===== src/rtl/tof_gate_pkg.sv =====
`timescale 1ns/1ps
package tof_gate_pkg;

    // Window timer states
    typedef enum logic {
        WIN_IDLE = 1'b0,
        WIN_OPEN = 1'b1
    } win_state_t;

    // Frame latch states
    typedef enum logic {
        HOLD_STALE = 1'b0,
        HOLD_FRESH = 1'b1
    } hold_state_t;

    // Lane indices of the two gated counters
    localparam int LANE_FULL  = 0;
    localparam int LANE_PART  = 1;
    localparam int LANE_COUNT = 2;

endpackage


===== src/rtl/tof_window_timer.sv =====
`timescale 1ns/1ps
module tof_window_timer
    import tof_gate_pkg::*;
#(
    parameter int WIN_W = 8
) (
    input  logic             clk,
    input  logic             rst_n,
    input  logic             laser_sync,
    input  logic [WIN_W-1:0] win_len,
    input  logic [WIN_W-1:0] win_shift,
    output logic             gate_full,
    output logic             gate_part
);

    localparam int AGE_W = WIN_W + 1;

    win_state_t       state_q, state_d;
    logic [AGE_W-1:0] age_q, age_d;
    logic             sync_q;
    logic             rise;
    logic             active;
    logic [AGE_W-1:0] t_cur;
    logic [AGE_W-1:0] t_next;
    logic [AGE_W-1:0] t_end;
    logic [AGE_W-1:0] len_ext;
    logic [AGE_W-1:0] shift_ext;

    assign len_ext   = {1'b0, win_len};
    assign shift_ext = {1'b0, win_shift};
    assign t_end     = len_ext + shift_ext;
    assign rise      = laser_sync & ~sync_q;

    // Elapsed time of the current cycle: zero on a fresh edge
    always_comb begin
        active = 1'b0;
        t_cur  = '0;
        if (rise) begin
            active = 1'b1;
            t_cur  = '0;
        end else if (state_q == WIN_OPEN) begin
            active = 1'b1;
            t_cur  = age_q;
        end
        t_next = t_cur + 1'b1;
    end

    // Next-state logic
    always_comb begin
        state_d = state_q;
        age_d   = age_q;
        unique case (state_q)
            WIN_IDLE: begin
                if (rise && (t_next < t_end)) begin   // go_open
                    state_d = WIN_OPEN;
                    age_d   = t_next;
                end
            end
            WIN_OPEN: begin
                if (t_next < t_end) begin             // stay / restart
                    age_d = t_next;
                end else begin                        // go_idle
                    state_d = WIN_IDLE;
                    age_d   = '0;
                end
            end
            default: begin
                state_d = WIN_IDLE;
                age_d   = '0;
            end
        endcase
    end

    // State register
    always_ff @(posedge clk or negedge rst_n) begin
        if (!rst_n) begin
            state_q <= WIN_IDLE;
            age_q   <= '0;
            sync_q  <= 1'b0;
        end else begin
            state_q <= state_d;
            age_q   <= age_d;
            sync_q  <= laser_sync;
        end
    end

    // Output gates
    always_comb begin
        gate_full = 1'b0;
        gate_part = 1'b0;
        unique case (active)
            1'b1: begin
                gate_full = (t_cur < len_ext);
                gate_part = (t_cur >= shift_ext) && (t_cur < t_end);
            end
            default: begin
                gate_full = 1'b0;
                gate_part = 1'b0;
            end
        endcase
    end

    // no gate while idle and no edge
    a_r4_idle_closed: assert property (@(posedge clk) disable iff (!rst_n)
        (state_q == WIN_IDLE && !rise) |-> (!gate_full && !gate_part));

    // zero length keeps both gates shut
    a_r10_zero_len: assert property (@(posedge clk) disable iff (!rst_n)
        (win_len == '0) |-> (!gate_full && !gate_part));

    // the open state never runs past the end of the partial gate
    a_r9_age_bound: assert property (@(posedge clk) disable iff (!rst_n)
        (state_q == WIN_OPEN) |-> (age_q < t_end));

    // a held sync level cannot re-enter the open state from idle
    a_r11_level_no_retrigger: assert property (@(posedge clk) disable iff (!rst_n)
        (state_q == WIN_IDLE && sync_q && laser_sync) |=> (state_q == WIN_IDLE));

endmodule


===== src/rtl/tof_sat_counter.sv =====
`timescale 1ns/1ps
module tof_sat_counter #(
    parameter int CNT_W = 9
) (
    input  logic             clk,
    input  logic             rst_n,
    input  logic             clr,
    input  logic             inc,
    output logic [CNT_W-1:0] count
);

    localparam logic [CNT_W-1:0] CNT_MAX = {CNT_W{1'b1}};

    logic [CNT_W-1:0] count_q, count_d;

    always_comb begin
        count_d = count_q;
        if (clr) begin
            count_d = inc ? {{(CNT_W-1){1'b0}}, 1'b1} : '0;
        end else if (inc && (count_q != CNT_MAX)) begin
            count_d = count_q + 1'b1;
        end
    end

    always_ff @(posedge clk or negedge rst_n) begin
        if (!rst_n) begin
            count_q <= '0;
        end else begin
            count_q <= count_d;
        end
    end

    assign count = count_q;

    // saturated count holds while not cleared
    a_r6_no_wrap: assert property (@(posedge clk) disable iff (!rst_n)
        (count_q == CNT_MAX && !clr) |=> (count_q == CNT_MAX));

    // clear with no photon leaves zero
    a_r7_clear_zero: assert property (@(posedge clk) disable iff (!rst_n)
        (clr && !inc) |=> (count_q == '0));

    // without clear the count moves by at most one
    a_r2_single_step: assert property (@(posedge clk) disable iff (!rst_n)
        (!clr && count_q != CNT_MAX) |=> ((count_q - $past(count_q)) <= 1));

endmodule


===== src/rtl/tof_frame_latch.sv =====
`timescale 1ns/1ps
module tof_frame_latch
    import tof_gate_pkg::*;
#(
    parameter int CNT_W = 9
) (
    input  logic             clk,
    input  logic             rst_n,
    input  logic             strobe,
    input  logic [CNT_W-1:0] live_full,
    input  logic [CNT_W-1:0] live_part,
    output logic [CNT_W-1:0] held_full,
    output logic [CNT_W-1:0] held_part,
    output logic             held_valid
);

    hold_state_t      state_q, state_d;
    logic [CNT_W-1:0] full_q, part_q;

    // Next-state logic
    always_comb begin
        state_d = state_q;
        unique case (state_q)
            HOLD_STALE: if (strobe)  state_d = HOLD_FRESH;  // capture
            HOLD_FRESH: if (!strobe) state_d = HOLD_STALE;  // age_out
            default:    state_d = HOLD_STALE;
        endcase
    end

    // State and holding registers
    always_ff @(posedge clk or negedge rst_n) begin
        if (!rst_n) begin
            state_q <= HOLD_STALE;
            full_q  <= '0;
            part_q  <= '0;
        end else begin
            state_q <= state_d;
            if (strobe) begin
                full_q <= live_full;
                part_q <= live_part;
            end
        end
    end

    // Outputs
    always_comb begin
        held_full  = full_q;
        held_part  = part_q;
        held_valid = 1'b0;
        unique case (state_q)
            HOLD_FRESH: held_valid = 1'b1;
            default:    held_valid = 1'b0;
        endcase
    end

    // held values stay put between strobes
    a_r8_hold_stable: assert property (@(posedge clk) disable iff (!rst_n)
        !strobe |=> ($stable(full_q) && $stable(part_q)));

    // valid only rises after a strobe
    a_r8_valid_follows: assert property (@(posedge clk) disable iff (!rst_n)
        strobe |=> held_valid);

endmodule


===== src/rtl/tof_gate_counter.sv =====
`timescale 1ns/1ps
module tof_gate_counter
    import tof_gate_pkg::*;
#(
    parameter int WIN_W = 8,
    parameter int CNT_W = 9
) (
    input  logic             clk,
    input  logic             rst_n,
    input  logic             laser_sync,
    input  logic             photon,
    input  logic [WIN_W-1:0] win_len,
    input  logic [WIN_W-1:0] win_shift,
    input  logic             frame_strobe,
    output logic [CNT_W-1:0] held_full,
    output logic [CNT_W-1:0] held_part,
    output logic             held_valid
);

    logic [LANE_COUNT-1:0] gate;
    logic [LANE_COUNT-1:0] hit;
    logic [CNT_W-1:0]      live [LANE_COUNT];

    tof_window_timer #(.WIN_W(WIN_W)) timer_i (
        .clk        (clk),
        .rst_n      (rst_n),
        .laser_sync (laser_sync),
        .win_len    (win_len),
        .win_shift  (win_shift),
        .gate_full  (gate[LANE_FULL]),
        .gate_part  (gate[LANE_PART])
    );

    // One saturating counter per gate; a photon in both gates feeds both
    for (genvar g = 0; g < LANE_COUNT; g++) begin : g_lane
        assign hit[g] = photon & gate[g];
        tof_sat_counter #(.CNT_W(CNT_W)) cnt_i (
            .clk   (clk),
            .rst_n (rst_n),
            .clr   (frame_strobe),
            .inc   (hit[g]),
            .count (live[g])
        );
    end

    tof_frame_latch #(.CNT_W(CNT_W)) latch_i (
        .clk        (clk),
        .rst_n      (rst_n),
        .strobe     (frame_strobe),
        .live_full  (live[LANE_FULL]),
        .live_part  (live[LANE_PART]),
        .held_full  (held_full),
        .held_part  (held_part),
        .held_valid (held_valid)
    );

    // photon in both gates reaches both counters
    a_r5_both_lanes: assert property (@(posedge clk) disable iff (!rst_n)
        (photon && gate[LANE_FULL] && gate[LANE_PART]) |-> (hit == 2'b11));

endmodule


===== config.mk =====
export PLATFORM = sky130hd
export DESIGN_NAME = tof_gate_counter
export DESIGN_NICKNAME = d
export VERILOG_FILES = /design/src/rtl/tof_gate_pkg.sv /design/src/rtl/tof_window_timer.sv /design/src/rtl/tof_sat_counter.sv /design/src/rtl/tof_frame_latch.sv /design/src/rtl/tof_gate_counter.sv
export SDC_FILE = /design/constraint.sdc
export NUM_CORES = 1
export LEC_CHECK = 0
export BUFFER_PORTS_ARGS = -buffer_cell sky130_fd_sc_hd__buf_2
export CAP_MARGIN = 20
export CORE_UTILIZATION = 52
export DETAILED_ROUTE_END_ITERATION = 8
export PLACE_DENSITY_LB_ADDON = 0.05
export SYNTH_ARGS = -nofsm -noshare
export SYNTH_HDL_FRONTEND = slang
export SYNTH_SLANG_ARGS = --single-unit

===== constraint.sdc =====
create_clock -name clk -period 4 [get_ports clk]
set_input_delay 1 -clock clk [delete_from_list [all_inputs] [get_ports clk]]
set_output_delay 1 -clock clk [all_outputs]
set_load 0.05 [all_outputs]

[Yosys cells after proc, flatten, opt, wreduce, memory -nomap -nowiden]
Cells that the tools add are included.
Storage, ports and cells
  register bits: 48
  bits of input ports: 21
  output and inout bits: 19
Cells by class
  bitwise operators: 5
  reductions and logical operators: 6
  add/subtract/negate cells: 4
  muxes and demuxes: 20
  equal/unequal tests: 3
  order comparisons: 4
Operators with widths (number)
  $mux 9: 8
  $add 9x1->9 const B: 3
  $lt 9x9->1: 2
  $ne 9x9->1 const B: 2
  $pmux 9 s2: 1
  $mux 1: 10
  $add 8x8->9: 1
  $ge 9x8->1: 1
  $lt 9x8->1: 1
  $logic_and 1x1->1: 4
  $reduce_bool 2->1: 2
  $and 1x1->1: 3
  $ne 2x1->1 const B: 1
  $not 1->1: 2
  $pmux 1 s2: 1

[Depth between registers and ports, before layout]
  depth in word-level cells: 10
  mapped depth: 18
  depth with buffers taken out: 16

[Hierarchy]
Synthesis repeated with hierarchy kept, for this count alone.
Second synthesis, totals
  cells, all modules: 336
  area, all modules: 3418.3 sq um
By module, submodules not included
  tof_window_timer: cells each 203, area an instance 1725.4 sq um, instances 1
  tof_sat_counter: cells each 46, area an instance 466.7 sq um, instances 2
  tof_frame_latch: cells each 39, area an instance 747.0 sq um, instances 1
  tof_gate_counter: cells each 2, area an instance 12.5 sq um, instances 1

[Least setup slack after synthesis]
Ideal clock, no wire load.
  path type: input to register
  start: input win_len[0]
  end: register g_lane[1].cnt_i.count_q[2]
  data required time: 3.921 ns
  setup slack: -0.029 ns
  setup time: 0.079 ns
  cell stages on the path: 14
  path buffers: 0
  arrival time: 3.951 ns
  path through: ha_1 inv_1 fa_1 nor2b_4 o31a_1 a21o_2 ha_1 and4_1 a2111oi_4 a211oi_1 o221a_2 a211o_1 or3_1 a21oi_1
Between the ends
  word-level cells in the longest chain between the ends: 7
Ends and longest elaborated chain
  start, declared: line tof_gate_counter.sv:12  | input logic [WIN_W-1:0] win_len,
  $add 8x8->9: line tof_window_timer.sv:31  | assign t_end = len_ext + shift_ext;
  $lt 9x9->1: line tof_window_timer.sv:94  | gate_part = (t_cur >= shift_ext) && (t_cur < t_end);
  $logic_and 1x1->1: line tof_window_timer.sv:94
  $mux 1: line tof_window_timer.sv:91  | unique case (active)
  $and 1x1->1: line tof_gate_counter.sv:36  | assign hit[g] = photon & gate[g];
  $logic_and 1x1->1: line tof_sat_counter.sv:20  | end else if (inc && (count_q != CNT_MAX)) begin
  $reduce_bool 2->1 (no source line)
  end signal, assigned: line tof_sat_counter.sv:29  | count_q <= count_d;
  end, declared: line tof_sat_counter.sv:14  | logic [CNT_W-1:0] count_q, count_d;
No other way between the ends.
A chain may end at the register's enable or synchronous reset.

[Worst setup path after layout]
  start: input win_len[0]
  end: register g_lane[1].cnt_i.count_q[3]
Same word-level chain as after synthesis.

==> key figures <==
Yosys
  • Yosys cell types: 53
  • Top_reg_cell synth: dfrtp_1
  • #FFs+latches synth: 48
  • Synth async-reset ratio: 100%
  • Sequential fraction of the synthesis area: 35.6%
  • Top cells by area, synth: dfrtp_1, ha_1, mux2_2
  • Count leader, synth: dfrtp_1
  • Syn_area_per_cell: about 9.6 um2
  • Synth Net Count: between 400 and 500
  • Area share of the largest cell type after synthesis: 35.6%
  • Synth Warn #: 0
  • Post-synth top cells: dfrtp_1, ha_1, nand2_1
  • Number of synthesized flops with an enable pin: 0
  • Cell taking the most area after synthesis: dfrtp_1
  • Post-synthesis instance total: ~350
  • Mapped cell area: 0.00337 mm2

Timing
  • Count of pins over their slew limit: 0
  • Fin worst setup slack: roughly 0.055 ns
  • Slew @ Worst Pin: between 0.6 and 0.7 ns
  • # setup viols final: 0
  • Slew margin rel.: 59.2%
  • Endpoints failing hold: 0
  • Worst Clk Skew: 0.00978 ns
  • Fin crit share: a little over nine tenths
  • Post-layout min period: between 3 and 4 ns
  • FMAX: about 250 MHz
  • Setup Total Neg Slack: 0 ns

Floorplan
  • Die area: 0.00681 mm2
  • Initial core utilization: between 50% and 60%
  • Row count: 28
  • Die Y: roughly 83 um
  • Core Region: approximately 0.0061 mm2
  • Die width: slightly above 80 um
  • IO Pins: 40

Pwr
  • Leak: about 0.0021 uW
  • Power, Total: approximately 1600 uW
  • VDD IR max: 0.000403 V
  • PwrDens: between 300 and 400 mW/mm2

Setup path
  • CP required: ~4.2 ns
  • Crit path max-delay cell type: fa_2
  • CP dominant cell by count: a211oi_2
  • CP cell instances: buf_2 -> ha_2 -> inv_1 -> fa_2 -> nor2b_4 -> o21ai_1 -> a21o_2 -> ha_1 -> and4_4 -> a2111oi_4 -> a211oi_2 -> o221a_2 -> a211oi_2 -> nand3_1 -> mux2_1
  • Buf/Inv on CP: 2
  • Setup CP Type: in -> reg
  • CP top delay family: compound AO/OA/AOI/OAI gates
  • Arrival time worst endpoint: 4.13 ns
  • Crit. End Element: flop
  • Crit Path Max Fanout: 4
  • CP peak stage delay: between 0.3 and 0.4 ns
  • Crit path launch type: input pin

Global route
  • Overall Global Routing Usage: 22.5%
  • Gr ovfl total: 0
  • Initial antenna violation count: 0
  • First-pass GRT wire length: 11600 um
  • Largest net degree at the start of global routing: 28
  • Vias in the first global route: 2554

Place
  • Post-place setup slack: -0.233 ns
  • GPL Wtd Cong: ~0.85
  • I/O Buffers: 39
  • Post-DP HPWL: between 5000 and 6000 um

Run
  • Maxcap violations: 0

Cells and area
  • Area delta synth->final: 18.4%
  • ANT cells: 0
  • Nets: between 400 and 500
  • Ratio of cells with drive above 1 in the final layout: between 20% and 30%

CTS
  • Skew-Pair Late Insertion Delay: 0.30 ns
  • Deepest level of the CTS H-tree: 2
  • CTS buffer count: 5
  • Hold Buf Count CTS: 0
  • Clk sinks: between 40 and 50
  • CTS root buf: clkbuf_8
  • CTS Buffer Depth: 2
  • CTS tree: yes
  • Clk slew on worst S/H paths: roughly 0.09 ns

Detailed routing
  • DRC: 0
  • DRT Wirelength: slightly above 7000 um
  • Initial DRC Count: ~140
  • Detail Route Antenna Nets: 0
  • Pre-Repair DR Iteration Count: 4
  • Via density: approximately 5.6
  • DR WL/cell: 14.4 um
  • Vias after detailed routing: roughly 2800

Status
  • Status: finished, final reports clean

Hold path
  • Min-Delay Path Class: reg -> reg
[where the power goes]
group | internal (uW) | switching (uW) | leakage (uW) | total (uW)
logic | 274 | 375 | 0.00140 | 649
clock network | 185 | 161 | 0.0000541 | 346
registers | 534 | 56.6 | 0.000650 | 591
[cell families (layout without fill, tap and decap cells)]
logic type,Yosys count,in the layout,synth area share (%)
AOI/OAI and AO/OA,75,75,15.6
buffers and inverters,29,95,3.26
adders and majority gates,41,41,15.4
xor gates and xnor gates,15,15,3.89
muxes,24,24,7.86
and+or+nand+nor,121,121,18.3
DFF,48,48,35.6
[metal layers]
metal | GRT usage [%] | vias up | part of all wire, %
li1 | - | 1407 | -
met1 | 33.3 | 1318 | 52
met2 | 34.3 | 46 | 44
met3 | 3.30 | 7 | 3.1
met4 | 6.03 | 0 | 0.93
met5 | 0 | - | 0
[cell usage in the layout, fill, tap and decap left out, types with 2 or more instances in the layout]
master / count
o2111ai_1: 2
nor2_1: 29
o22ai_1: 3
o21ai_0: 22
xor2_1: 12
o21a_1: 4
clkbuf_8: 5
and3_1: 14
nand2_1: 33
a211oi_1: 3
nand3_1: 9
or3_1: 6
ha_1: 39
and2_1: 3
o21ai_1: 4
and4_1: 2
nor2b_1: 5
mux2i_1: 4
buf_4: 25
nand2b_1: 3
nand4_1: 5
mux2_2: 19
a21o_1: 7
a211oi_2: 2
nand4b_1: 2
xnor2_1: 3
buf_2: 39
a21oi_2: 3
inv_1: 21
o211ai_1: 4
dfrtp_1: 48
a21oi_1: 9
[flip-flops by register name, summed over array words and instances, names as in the netlist]
signal	count
g_lane.cnt_i.count	18
latch_i.held_full	9
latch_i.held_part	9
latch_i.state_q	1
timer_i.age_q	9
timer_i.state_q	1
timer_i.sync_q	1
[repair_timing]
item,4_1_cts,5_1_grt
setup buffers,0,2
resized for setup,0,10
endpoints found under the setup margin,0,9
hold endpoints to repair,0,0
[path summary, 6_finish.rpt]
| kind | start | endpoint | slack, ns | cells after the start |
|---|---|---|---|---|
| setup / recovery | win_len[0] | g_lane[1].cnt_i.count[3] | 0.06 | 15 |
| hold / removal | latch_i.held_part[0] | latch_i.held_part[0] | 0.49 | 1 |
| setup reg to reg | timer_i.state_q | timer_i.age_q[6] | 0.63 | 17 |
| hold reg to reg | latch_i.held_part[0] | latch_i.held_part[0] | 0.49 | 1 |
| max in group asynchronous | rst_n | latch_i.held_full[1] | 2.58 | 2 |
| min in group asynchronous | rst_n | timer_i.age_q[3] | 0.70 | 1 |
[per-stage QoR]
| stage | utilization [%] | instance area [um2] | hold WS [ns] | cells |
|---|---|---|---|---|
| floorplan | - | 3380 | 0.503 | 353 |
| CTS | 64.7 | 3940 | 0.497 | 492 |
| global route | 65.5 | 3990 | 0.519 | 494 |
| finish | 65.5 | 3990 | 0.493 | 494 |
| detailed placement | 62.8 | 3830 | 0.477 | 484 |
| global placement | 62.8 | 3830 | 0.469 | 484 |
[final cells by class]
type,instances,area [um2]
clock buffers,5,68.8
fillers,519,2100
clock inverters,3,42.5
inverters,22,82.6
well taps,75,93.8
multi-input cells,276,2100
flip-flops and latches,48,1200
repair buffers,65,403
Note: power is estimated with default switching activity, not from simulation.
